==> config.mk <==
export PLATFORM = sky130hd
export DESIGN_NAME = irqv_gen
export DESIGN_NICKNAME = d
export VERILOG_FILES = /design/src/rtl/irqv_pkg.sv /design/src/rtl/irqv_sync.sv /design/src/rtl/irqv_combine.sv /design/src/rtl/irqv_capture.sv /design/src/rtl/irqv_gen.sv
export SDC_FILE = /design/constraint.sdc
export NUM_CORES = 1
export LEC_CHECK = 0
export ABC_AREA = 1
export CAP_MARGIN = 30
export CORE_UTILIZATION = 47
export CTS_CLUSTER_DIAMETER = 80
export DETAILED_ROUTE_END_ITERATION = 8
export HOLD_SLACK_MARGIN = 0.1
export PLACE_DENSITY_LB_ADDON = 0.15
export SYNTH_ARGS = -nofsm -noshare
export SYNTH_HDL_FRONTEND = slang
export SYNTH_HIERARCHICAL = 1
export SYNTH_SLANG_ARGS = --single-unit
==> constraint.sdc <==
create_clock -name clk_i -period 1.43 [get_ports clk_i]
set_input_delay 0.143 -clock clk_i [delete_from_list [all_inputs] [get_ports clk_i]]
set_output_delay 0.143 -clock clk_i [all_outputs]
set_load 0.01 [all_outputs]
==> src/rtl/irqv_pkg.sv <==
package irqv_pkg;
  localparam int unsigned NUM_REQ_DEF   = 7;
  localparam int unsigned VEC_W_DEF     = 8;
  localparam int unsigned SYNC_DEPTH_DEF = 2;

  typedef enum logic [1:0] {
    ACK_IDLE = 2'b00,
    ACK_RISE = 2'b01,
    ACK_HELD = 2'b11,
    ACK_FALL = 2'b10
  } ack_phase_e;
endpackage

==> src/rtl/irqv_sync.sv <==
module irqv_sync #(
  parameter int unsigned WIDTH = 7,
  parameter int unsigned DEPTH = 2
) (
  input  logic             clk_i,
  input  logic             rst_i,
  input  logic [WIDTH-1:0] async_n_i,
  output logic [WIDTH-1:0] sync_n_o
);
  localparam int unsigned LAST = DEPTH - 1;

  logic [WIDTH-1:0] stage_q [DEPTH];

  genvar g;
  generate
    for (g = 0; g < DEPTH; g++) begin : g_stage
      if (g == 0) begin : g_first
        always_ff @(posedge clk_i) begin
          if (rst_i) stage_q[g] <= '1;
          else       stage_q[g] <= async_n_i;
        end
      end else begin : g_next
        always_ff @(posedge clk_i) begin
          if (rst_i) stage_q[g] <= '1;
          else       stage_q[g] <= stage_q[g-1];
        end
      end
    end
  endgenerate

  assign sync_n_o = stage_q[LAST];
endmodule

==> src/rtl/irqv_combine.sv <==
module irqv_combine #(
  parameter int unsigned WIDTH = 7
) (
  input  logic             clk_i,
  input  logic             rst_i,
  input  logic [WIDTH-1:0] sync_n_i,
  output logic             any_active_o,
  output logic             int_o
);
  // A NAND over the active-low pins: high when any pin is low.
  assign any_active_o = ~&sync_n_i;

  always_ff @(posedge clk_i) begin
    if (rst_i) int_o <= 1'b0;
    else       int_o <= any_active_o;
  end
endmodule

==> src/rtl/irqv_capture.sv <==
module irqv_capture
  import irqv_pkg::*;
#(
  parameter int unsigned WIDTH = 7,
  parameter int unsigned VEC_W = 8
) (
  input  logic             clk_i,
  input  logic             rst_i,
  input  logic             ack_i,
  input  logic             any_active_i,
  input  logic [WIDTH-1:0] sync_n_i,
  output logic             drive_o,
  output logic [VEC_W-1:0] data_o
);
  localparam int unsigned PAD_W = VEC_W - WIDTH;

  logic             ack_q;
  logic [VEC_W-1:0] vec_q;
  ack_phase_e       phase;
  logic             take;

  assign phase = ack_phase_e'({ack_q, ack_i});
  assign take  = (phase == ACK_RISE) && any_active_i;

  always_ff @(posedge clk_i) begin
    if (rst_i) begin
      ack_q   <= 1'b0;
      drive_o <= 1'b0;
    end else begin
      ack_q   <= ack_i;
      drive_o <= ack_i;
    end
  end

  always_ff @(posedge clk_i) begin
    if (rst_i)     vec_q <= '0;
    else if (take) vec_q <= {{PAD_W{1'b1}}, sync_n_i};
  end

  assign data_o = drive_o ? vec_q : '0;
endmodule

==> src/rtl/irqv_gen.sv <==
module irqv_gen
  import irqv_pkg::*;
#(
  parameter int unsigned NUM_REQ    = NUM_REQ_DEF,
  parameter int unsigned VEC_W      = VEC_W_DEF,
  parameter int unsigned SYNC_DEPTH = SYNC_DEPTH_DEF
) (
  input  logic               clk_i,
  input  logic               rst_i,
  input  logic [NUM_REQ-1:0] req_n_i,
  input  logic               ack_i,
  output logic               int_o,
  output logic               drive_o,
  output logic [VEC_W-1:0]   data_o
);
  logic [NUM_REQ-1:0] req_sync;
  logic               any_active;

  irqv_sync #(.WIDTH(NUM_REQ), .DEPTH(SYNC_DEPTH)) u_sync (
    .clk_i    (clk_i),
    .rst_i    (rst_i),
    .async_n_i(req_n_i),
    .sync_n_o (req_sync)
  );

  irqv_combine #(.WIDTH(NUM_REQ)) u_comb (
    .clk_i       (clk_i),
    .rst_i       (rst_i),
    .sync_n_i    (req_sync),
    .any_active_o(any_active),
    .int_o       (int_o)
  );

  irqv_capture #(.WIDTH(NUM_REQ), .VEC_W(VEC_W)) u_cap (
    .clk_i       (clk_i),
    .rst_i       (rst_i),
    .ack_i       (ack_i),
    .any_active_i(any_active),
    .sync_n_i    (req_sync),
    .drive_o     (drive_o),
    .data_o      (data_o)
  );
endmodule

==> results of run 1 <==
synth_stat cells, drive strengths merged:
| cell type | instances |
|---|---|
| inv | 35 |
| nand3 | 1 |
| dfxtp | 24 |
| nor2 | 17 |
| a21oi | 2 |
| nand2 | 40 |
| buf | 3 |
cell type report:
type,instances,area [µm²]
repair buffers,21,194
inverters,35,134
clock buffers,4,36.3
multi-input cells,60,249
fillers,161,639
flip-flops and latches,24,480
well taps,25,31.3
power by group:
part	total [W]	switching (W)	internal [W]
logic	0.000149	0.0000780	0.0000715
registers	0.000729	0.0000169	0.000712
clock network	0.000334	0.000178	0.000155
total	0.00121	0.000273	0.000938
worst min-delay path by stage:
stage                                               start                              end  slack, ns  cells past startpoint
final                                          req_n_i[0]  u_sync/stage_q[0][0]$_SDFF_PP1_       0.36                      3
after CTS                                      req_n_i[5]  u_sync/stage_q[0][5]$_SDFF_PP1_       0.35                      3
after detailed placement  u_sync/stage_q[0][5]$_SDFF_PP1_  u_sync/stage_q[1][5]$_SDFF_PP1_       0.39                      2
after floorplan                                     rst_i      u_cap/vec_q[7]$_SDFFE_PP0P_       0.21                      1
after global placement    u_sync/stage_q[0][5]$_SDFF_PP1_  u_sync/stage_q[1][5]$_SDFF_PP1_       0.38                      2
after global routing                           req_n_i[4]  u_sync/stage_q[0][4]$_SDFF_PP1_       0.36                      3
per-layer routing:
layer / share of wire [%] / vias up / GRT usage, %
li1: - / 377 / -
met1: 49 / 289 / 21.1
met2: 46 / 13 / 19.7
met3: 4.1 / 2 / 2.38
met4: 1.1 / 0 / 8.82
met5: 0 / - / 0
state kept, by name (all words and copies together), names as in the netlist:
register / cells
u_comb/int_o: 1
u_cap/ack_q: 1
u_sync/stage_q: 14
u_cap/vec_q: 8
timing repair:
item,CTS,global route
setup endpoints to repair,9,0
hold buffers,0,0
resized for setup,9,0
cell families (layout without fill, tap and decap cells):
| group | count (synthesis) | count (layout) |
|---|---|---|
| AND/OR/NAND/NOR | 58 | 58 |
| flip-flops | 24 | 24 |
| AO/OA/AOI/OAI | 2 | 2 |
| buffers and inverters | 38 | 60 |
through the flow:
step | hold WS (ns) | utilization, % | power (W) | instances | cell area [µm²]
2_1_floorplan | 0.212 | - | 0.000844 | 122 | 897
3_3_place_gp | 0.384 | 62.3 | 0.000897 | 165 | 1100
3_5_place_dp | 0.389 | 62.3 | 0.000902 | 165 | 1100
4_1_cts | 0.348 | 63.8 | 0.00123 | 169 | 1120
5_1_grt | 0.357 | 63.8 | 0.00129 | 169 | 1120
6_report | 0.356 | 63.8 | 0.00121 | 169 | 1120
worst register-to-register path, stage by stage, from the launching register on:
cell                      delay, ns
sky130_fd_sc_hd__dfxtp_1       0.35
sky130_fd_sc_hd__nand2_1       0.06
sky130_fd_sc_hd__nor2_2        0.13
sky130_fd_sc_hd__nand2_1       0.10
sky130_fd_sc_hd__nand3_4       0.18
sky130_fd_sc_hd__nand2_1       0.08
sky130_fd_sc_hd__nand2_1       0.06
sky130_fd_sc_hd__nor2_1        0.04
==> impl_results.html, run 1 <==
<table>
<tr><th>Metric</th><th>Value</th></tr>
<tr><th colspan="2">Logic synthesis</th></tr>
<tr><td>Leading cell types by total area after synthesis</td><td>sky130_fd_sc_hd__dfxtp_1 54%, sky130_fd_sc_hd__nand2_1 16%, sky130_fd_sc_hd__inv_1 14%</td></tr>
<tr><td>Synthesized-area fraction occupied by xor and xnor cells</td><td>0%</td></tr>
<tr><td>Post-Synth Adder-Cell Area</td><td>0%</td></tr>
<tr><td>Sequential cell area fraction in the yosys report</td><td>53.6%</td></tr>
<tr><td>Gate count after technology mapping</td><td>122</td></tr>
<tr><td>Proportion of synthesized area in mux cells</td><td>0%</td></tr>
<tr><td>Number of warnings printed during yosys synthesis</td><td>6</td></tr>
<tr><td>Portion of synthesized cell area occupied by the leading cell type</td><td>53.6%</td></tr>
<tr><td>Largest area contributor in the netlist</td><td>sky130_fd_sc_hd__dfxtp_1</td></tr>
<tr><td>Seq cells post-synth</td><td>24</td></tr>
<tr><td>Count of unique library cells instantiated by Yosys</td><td>11</td></tr>
<tr><td>Avg Inst Size Synth</td><td>7.35 µm²</td></tr>
<tr><td>Dominant combinational cell family by area after synthesis</td><td>simple AND/OR/NAND/NOR gates</td></tr>
<tr><td>Post-synthesis net count</td><td>132</td></tr>
<tr><td>Complex-gate fraction of the synthesized area</td><td>1.12%</td></tr>
<tr><td>Basic-gate share of the synthesized area counting and, or, nand and nor cells</td><td>26.6%</td></tr>
<tr><td>Cell area after synthesis</td><td>897 µm²</td></tr>
<tr><th colspan="2">Critical path</th></tr>
<tr><td>Crit end category</td><td>output port</td></tr>
<tr><td>Depth of the most critical reg-to-reg path</td><td>7</td></tr>
<tr><td>Reg2Reg Launch Point</td><td>u_sync/stage_q[1][1]$_SDFF_PP1_</td></tr>
<tr><td>Delay contributed by the slowest stage of the critical path</td><td>0.33 ns</td></tr>
<tr><td>Instance count on the critical path</td><td>4</td></tr>
<tr><td>Largest delay contributor family on the critical path</td><td>buffers and inverters</td></tr>
<tr><td>Required time of the critical path</td><td>1.29 ns</td></tr>
<tr><td>Reg2Reg Capture Point</td><td>u_cap/vec_q[1]$_SDFFE_PP0P_</td></tr>
<tr><td>Setup crit start</td><td>u_cap/ack_q$_SDFF_PP0_</td></tr>
<tr><td>Critical Path Source Type</td><td>flop</td></tr>
<tr><td>CP Max Fanout</td><td>4</td></tr>
<tr><td>Start-to-end type of the worst setup path</td><td>flop to output port</td></tr>
<tr><td>CP max stage cell</td><td>sky130_fd_sc_hd__dfxtp_1</td></tr>
<tr><td>Data arrival time of the worst path</td><td>1.14 ns</td></tr>
<tr><td>Sequence of cells on the critical path</td><td>buf_4 &gt; nand2_1 &gt; inv_1 &gt; dlygate4sd2_1</td></tr>
<tr><td>Slack of the worst reg-to-reg path</td><td>0.35 ns</td></tr>
<tr><td>Critical path buffers and inverters</td><td>3</td></tr>
<tr><td>Capturing element of the worst setup path</td><td>data_o[7]</td></tr>
<tr><th colspan="2">Timing</th></tr>
<tr><td>Setup repair after global routing missed its margin</td><td>false</td></tr>
<tr><td>Post-route fraction of the period consumed by the critical path</td><td>89.9%</td></tr>
<tr><td># setup viols final</td><td>0</td></tr>
<tr><td>Setup slack of the critical path after layout</td><td>0.144 ns</td></tr>
<tr><td>Worst-margin pin slew</td><td>0.208 ns</td></tr>
<tr><td>Maximum operating frequency</td><td>778 MHz</td></tr>
<tr><td>Final worst path period need</td><td>1.29 ns</td></tr>
<tr><td>Post-route clock skew</td><td>0.00127 ns</td></tr>
<tr><td>Worst-case headroom to the max-slew limit</td><td>86.1%</td></tr>
<tr><td>Setup TNS</td><td>0 ns</td></tr>
<tr><td>Max-slew violations</td><td>0</td></tr>
<tr><td>Number of hold violations in the final report</td><td>0</td></tr>
<tr><th colspan="2">GRT</th></tr>
<tr><td>Largest net degree at the start of global routing</td><td>16</td></tr>
<tr><td>Antenna violations before repair</td><td>0</td></tr>
<tr><td>GR Overflow Total</td><td>0</td></tr>
<tr><td>Global-route usage over all layers</td><td>14.5%</td></tr>
<tr><td>Vias in the first global route</td><td>528</td></tr>
<tr><td>First-pass GRT wire length</td><td>2170 µm</td></tr>
<tr><th colspan="2">Drt</th></tr>
<tr><td>Number of search-and-repair iterations in the first detailed-routing pass</td><td>4</td></tr>
<tr><td>Initial DRC Count</td><td>10</td></tr>
<tr><td>Wire length reported by the detailed router</td><td>1160 µm</td></tr>
<tr><td>Number of routed nets with antenna violations</td><td>0</td></tr>
<tr><td>Via count</td><td>681</td></tr>
<tr><td>DRC</td><td>0</td></tr>
<tr><td>Ratio of routed vias to standard cells</td><td>4.03</td></tr>
<tr><td>Wire per inst</td><td>6.89 µm</td></tr>
<tr><th colspan="2">Die</th></tr>
<tr><td>Die X</td><td>45.7 µm</td></tr>
<tr><td>I/O pin total</td><td>20</td></tr>
<tr><td>Initial core utilization</td><td>50.9%</td></tr>
<tr><td>Die Y</td><td>45.7 µm</td></tr>
<tr><td>Standard-cell rows</td><td>15</td></tr>
<tr><td>Total Die Area</td><td>2090 µm²</td></tr>
<tr><td>Placeable core region</td><td>1760 µm²</td></tr>
<tr><th colspan="2">Place</th></tr>
<tr><td>Post-place setup slack</td><td>0.214 ns</td></tr>
<tr><td>Sum of net half-perimeters after detailed placement</td><td>882 µm</td></tr>
<tr><td>Global placement routability congestion</td><td>0.728</td></tr>
<tr><td># port buffers</td><td>19</td></tr>
<tr><th colspan="2">Power and ir drop</th></tr>
<tr><td>Leakage power of the design</td><td>0.696 nW</td></tr>
<tr><td>Power per Cell Area</td><td>1080 nW/µm²</td></tr>
<tr><td>Maximum ir drop on the vdd rail</td><td>0.664 mV</td></tr>
<tr><th colspan="2">Clocking</th></tr>
<tr><td>CTS Sinks</td><td>24</td></tr>
<tr><td>Post-CTS setup buffer count</td><td>0</td></tr>
<tr><td>Clock transition at the register clock pins on the worst setup and hold paths after CTS</td><td>0.12 ns</td></tr>
<tr><td>Clock buffer count from CTS</td><td>3</td></tr>
<tr><td>Largest buffer count on any clock path</td><td>2</td></tr>
<tr><td>TritonCTS clock tree</td><td>yes</td></tr>
<tr><td>Clk_lat worst skew</td><td>0.30 ns</td></tr>
<tr><td>Clock Root Buffer</td><td>sky130_fd_sc_hd__clkbuf_4</td></tr>
<tr><td>Level count of the clock H-tree</td><td>1</td></tr>
<tr><th colspan="2">Run status</th></tr>
<tr><td>Result of the run</td><td>complete, no violations</td></tr>
<tr><th colspan="2">Final layout</th></tr>
<tr><td>Layout overhead on the synthesized area</td><td>25.4%</td></tr>
<tr><td>Highest-count cells in the layout ignoring fill and taps</td><td>38 x sky130_fd_sc_hd__nand2_1, 33 x sky130_fd_sc_hd__inv_1, 24 x sky130_fd_sc_hd__dfxtp_1, 16 x sky130_fd_sc_hd__nor2_1, 10 x sky130_fd_sc_hd__clkdlybuf4s50_1</td></tr>
<tr><td>Most common cell after layout, fill and taps aside</td><td>sky130_fd_sc_hd__nand2_1</td></tr>
<tr><td>Antenna diode instance count</td><td>0</td></tr>
<tr><td>Number of nets in the finished design</td><td>155</td></tr>
<tr><td>Fraction of final layout cells with drive strength greater than 1</td><td>8.33%</td></tr>
<tr><th colspan="2">Min path</th></tr>
<tr><td>Path category of the worst min-delay check</td><td>primary input to flop</td></tr>
<tr><th colspan="2">Job</th></tr>
<tr><td>Number of max-cap violations</td><td>0</td></tr>
</table>
No activity file was read; power rests on OpenSTA's default activity.
==> run 2: changes to the inputs <==
- GPL_TIMING_DRIVEN: unset -> 0
- SLEW_MARGIN: unset -> 25
==> impl_results.html, run 2 (synthesis gave the netlist of run 1 again) <==
<table>
<tr><th>Metric</th><th>Value</th></tr>
<tr><th colspan="2">Place</th></tr>
<tr><td>Placed cell count</td><td>166</td></tr>
<tr><td>Sum of net half-perimeters after detailed placement</td><td>963 µm</td></tr>
<tr><td>Global placement routability congestion</td><td>0.739</td></tr>
<tr><td>Cell area after placement</td><td>1120 µm²</td></tr>
<tr><td># port buffers</td><td>19</td></tr>
<tr><th colspan="2">Drt</th></tr>
<tr><td>Sum of routed wire segments on met1</td><td>581 µm</td></tr>
<tr><td>Wire length reported by the detailed router</td><td>1310 µm</td></tr>
<tr><td>Via count</td><td>682</td></tr>
<tr><td>DRC</td><td>0</td></tr>
<tr><td>Met2 Routed Length</td><td>646 µm</td></tr>
<tr><td>Highest metal layer with signal wires</td><td>met4</td></tr>
<tr><td>Ratio of routed vias to standard cells</td><td>4.01</td></tr>
<tr><td>Met3 Routed Length</td><td>44 µm</td></tr>
<tr><td>Number of search-and-repair iterations in the first detailed-routing pass</td><td>4</td></tr>
<tr><td>Initial DRC Count</td><td>9</td></tr>
<tr><td>Number of routed nets with antenna violations</td><td>0</td></tr>
<tr><td>Wire per inst</td><td>7.72 µm</td></tr>
<tr><th colspan="2">GRT</th></tr>
<tr><td>Vias in the first global route</td><td>526</td></tr>
<tr><td>First-pass GRT wire length</td><td>2040 µm</td></tr>
<tr><td>Antenna violations before repair</td><td>0</td></tr>
<tr><td>Largest net degree at the start of global routing</td><td>14</td></tr>
<tr><td>GR Overflow Total</td><td>0</td></tr>
<tr><td>Global-route usage over all layers</td><td>14.4%</td></tr>
<tr><th colspan="2">Power and ir drop</th></tr>
<tr><td>Maximum ir drop on the vdd rail</td><td>0.683 mV</td></tr>
<tr><td>Leakage power of the design</td><td>0.701 nW</td></tr>
<tr><td>Overall power after layout</td><td>0.00124 W</td></tr>
<tr><td>Power per Cell Area</td><td>1080 nW/µm²</td></tr>
<tr><th colspan="2">Critical path</th></tr>
<tr><td>Required time of the critical path</td><td>1.29 ns</td></tr>
<tr><td>Critical Path Source Type</td><td>flop</td></tr>
<tr><td>Largest delay contributor family on the critical path</td><td>buffers and inverters</td></tr>
<tr><td>Crit end category</td><td>output port</td></tr>
<tr><td>Critical path buffers and inverters</td><td>1</td></tr>
<tr><td>Data arrival time of the worst path</td><td>1.19 ns</td></tr>
<tr><td>CP max stage cell</td><td>sky130_fd_sc_hd__clkdlybuf4s50_1</td></tr>
<tr><td>CP Max Fanout</td><td>2</td></tr>
<tr><td>Start-to-end type of the worst setup path</td><td>flop to output port</td></tr>
<tr><td>Sequence of cells on the critical path</td><td>clkdlybuf4s50_1</td></tr>
<tr><td>Delay contributed by the slowest stage of the critical path</td><td>0.53 ns</td></tr>
<tr><th colspan="2">Timing</th></tr>
<tr><td>Max-slew violations</td><td>0</td></tr>
<tr><td>Final worst path period need</td><td>1.33 ns</td></tr>
<tr><td>Setup TNS</td><td>0 ns</td></tr>
<tr><td>Number of hold violations in the final report</td><td>0</td></tr>
<tr><td>Worst-case headroom to the max-slew limit</td><td>85.7%</td></tr>
<tr><td>Post-route clock skew</td><td>0.0100 ns</td></tr>
<tr><td>Setup repair after global routing missed its margin</td><td>false</td></tr>
<tr><td># setup viols final</td><td>0</td></tr>
<tr><td>Post-route fraction of the period consumed by the critical path</td><td>93.2%</td></tr>
<tr><td>Worst-margin pin slew</td><td>0.214 ns</td></tr>
<tr><td>Maximum operating frequency</td><td>750 MHz</td></tr>
<tr><td>Hold slack</td><td>0.346 ns</td></tr>
<tr><th colspan="2">Die</th></tr>
<tr><td>Initial core utilization</td><td>50.9%</td></tr>
<tr><td>Total Die Area</td><td>2090 µm²</td></tr>
<tr><td>Die Y</td><td>45.7 µm</td></tr>
<tr><td>Die X</td><td>45.7 µm</td></tr>
<tr><td>Placeable core region</td><td>1760 µm²</td></tr>
<tr><td>I/O pin total</td><td>20</td></tr>
<tr><td>Standard-cell rows</td><td>15</td></tr>
<tr><th colspan="2">Final layout</th></tr>
<tr><td>Most common cell after layout, fill and taps aside</td><td>sky130_fd_sc_hd__nand2_1</td></tr>
<tr><td>Register name with the most flops</td><td>u_sync/stage_q</td></tr>
<tr><td>Non-Filler Instances</td><td>170</td></tr>
<tr><td>Filler Cells Inserted</td><td>158</td></tr>
<tr><td>Layout overhead on the synthesized area</td><td>27.8%</td></tr>
<tr><td>Multi-input combinational cell area</td><td>249 µm²</td></tr>
<tr><td>Number of flip-flops under the largest register name</td><td>14</td></tr>
<tr><td>Number of nets in the finished design</td><td>156</td></tr>
<tr><td>Fraction of final layout cells with drive strength greater than 1</td><td>9.66%</td></tr>
<tr><td>Highest-count cells in the layout ignoring fill and taps</td><td>38 x sky130_fd_sc_hd__nand2_1, 33 x sky130_fd_sc_hd__inv_1, 23 x sky130_fd_sc_hd__dfxtp_1, 16 x sky130_fd_sc_hd__nor2_1, 11 x sky130_fd_sc_hd__clkdlybuf4s50_1</td></tr>
<tr><td>Final Cell Area</td><td>1150 µm²</td></tr>
<tr><td>FF+latch area</td><td>482 µm²</td></tr>
<tr><td>Antenna diode instance count</td><td>0</td></tr>
<tr><td>Leading registers by flop count</td><td>u_sync/stage_q (14), u_cap/vec_q (8)</td></tr>
<tr><th colspan="2">Clocking</th></tr>
<tr><td>Clk_lat worst skew</td><td>0.31 ns</td></tr>
<tr><td>Largest buffer count on any clock path</td><td>2</td></tr>
<tr><td>TritonCTS clock tree</td><td>yes</td></tr>
<tr><td>Clock transition at the register clock pins on the worst setup and hold paths after CTS</td><td>0.13 ns</td></tr>
<tr><td>Clock buffer count from CTS</td><td>3</td></tr>
<tr><td>Post-CTS setup buffer count</td><td>0</td></tr>
<tr><td>CTS Sinks</td><td>24</td></tr>
<tr><td>Clock Root Buffer</td><td>sky130_fd_sc_hd__clkbuf_4</td></tr>
<tr><td>Level count of the clock H-tree</td><td>1</td></tr>
<tr><th colspan="2">Min path</th></tr>
<tr><td>Path category of the worst min-delay check</td><td>primary input to flop</td></tr>
<tr><th colspan="2">Job</th></tr>
<tr><td>Number of max-cap violations</td><td>0</td></tr>
<tr><th colspan="2">Run status</th></tr>
<tr><td>Result of the run</td><td>complete, no violations</td></tr>
</table>
## run 2: changes by cell type in the layout (fill, tap and decap cells not counted), sizes merged
cell,change
dlygate4sd2,-1
buf,+1
clkdlybuf4s50,+1
## run 2: cell type report
class	instances	area share (%)
clock buffers	4	3.17
multi-input cells	60	21.7
flip-flops and latches	24	42.0
repair buffers	19	15.7
inverters	35	11.7
well taps	25	2.73
plain buffers	3	2.95
## run 2: through the flow
| stage | setup WS, ns | util (%) |
|---|---|---|
| final | 0.0968 | 65.0 |
| after global routing | 0.0600 | 65.0 |
| after CTS | 0.0860 | 65.0 |
| after detailed placement | 0.184 | 63.4 |
| after global placement | 0.203 | 63.4 |
| after floorplan | 0.410 | - |
## run 2: path summary, 6_finish.rpt
path / startpoint / endpoint / slack (ns) / depth (start not counted)
max reg2reg: u_sync/stage_q[1][6]$_SDFF_PP1_ / u_cap/vec_q[2]$_SDFFE_PP0P_ / 0.27 / 8
max: u_cap/ack_q$_SDFF_PP0_ / drive_o / 0.1 / 1
min: req_n_i[4] / u_sync/stage_q[0][4]$_SDFF_PP1_ / 0.35 / 3
min reg2reg: u_sync/stage_q[0][5]$_SDFF_PP1_ / u_sync/stage_q[1][5]$_SDFF_PP1_ / 0.42 / 2
## run 2: metal layers
| layer | track usage, % | vias to the layer above |
|---|---|---|
| met5 | 0 | - |
| met4 | 12.4 | 0 |
| met3 | 2.38 | 4 |
| met2 | 24.3 | 15 |
| met1 | 15.5 | 286 |
| li1 | - | 377 |
## run 2: tightest hold or removal path: stages
cell,delay [ns]
sky130_fd_sc_hd__clkdlybuf4s50_1,0.40
sky130_fd_sc_hd__inv_1,0.05
sky130_fd_sc_hd__nand2_1,0.04
## run 2: what timing repair did
item / 4_1_cts / 5_1_grt
gates resized for setup: 9 / 0
hold buffers: 0 / 0
setup endpoints to repair: 8 / 0
## run 2: report_power, final
| group | switching (W) | internal, W |
|---|---|---|
| registers | 0.0000166 | 0.000712 |
| clock network | 0.000192 | 0.000155 |
| logic | 0.0000818 | 0.0000789 |
| total | 0.000290 | 0.000946 |
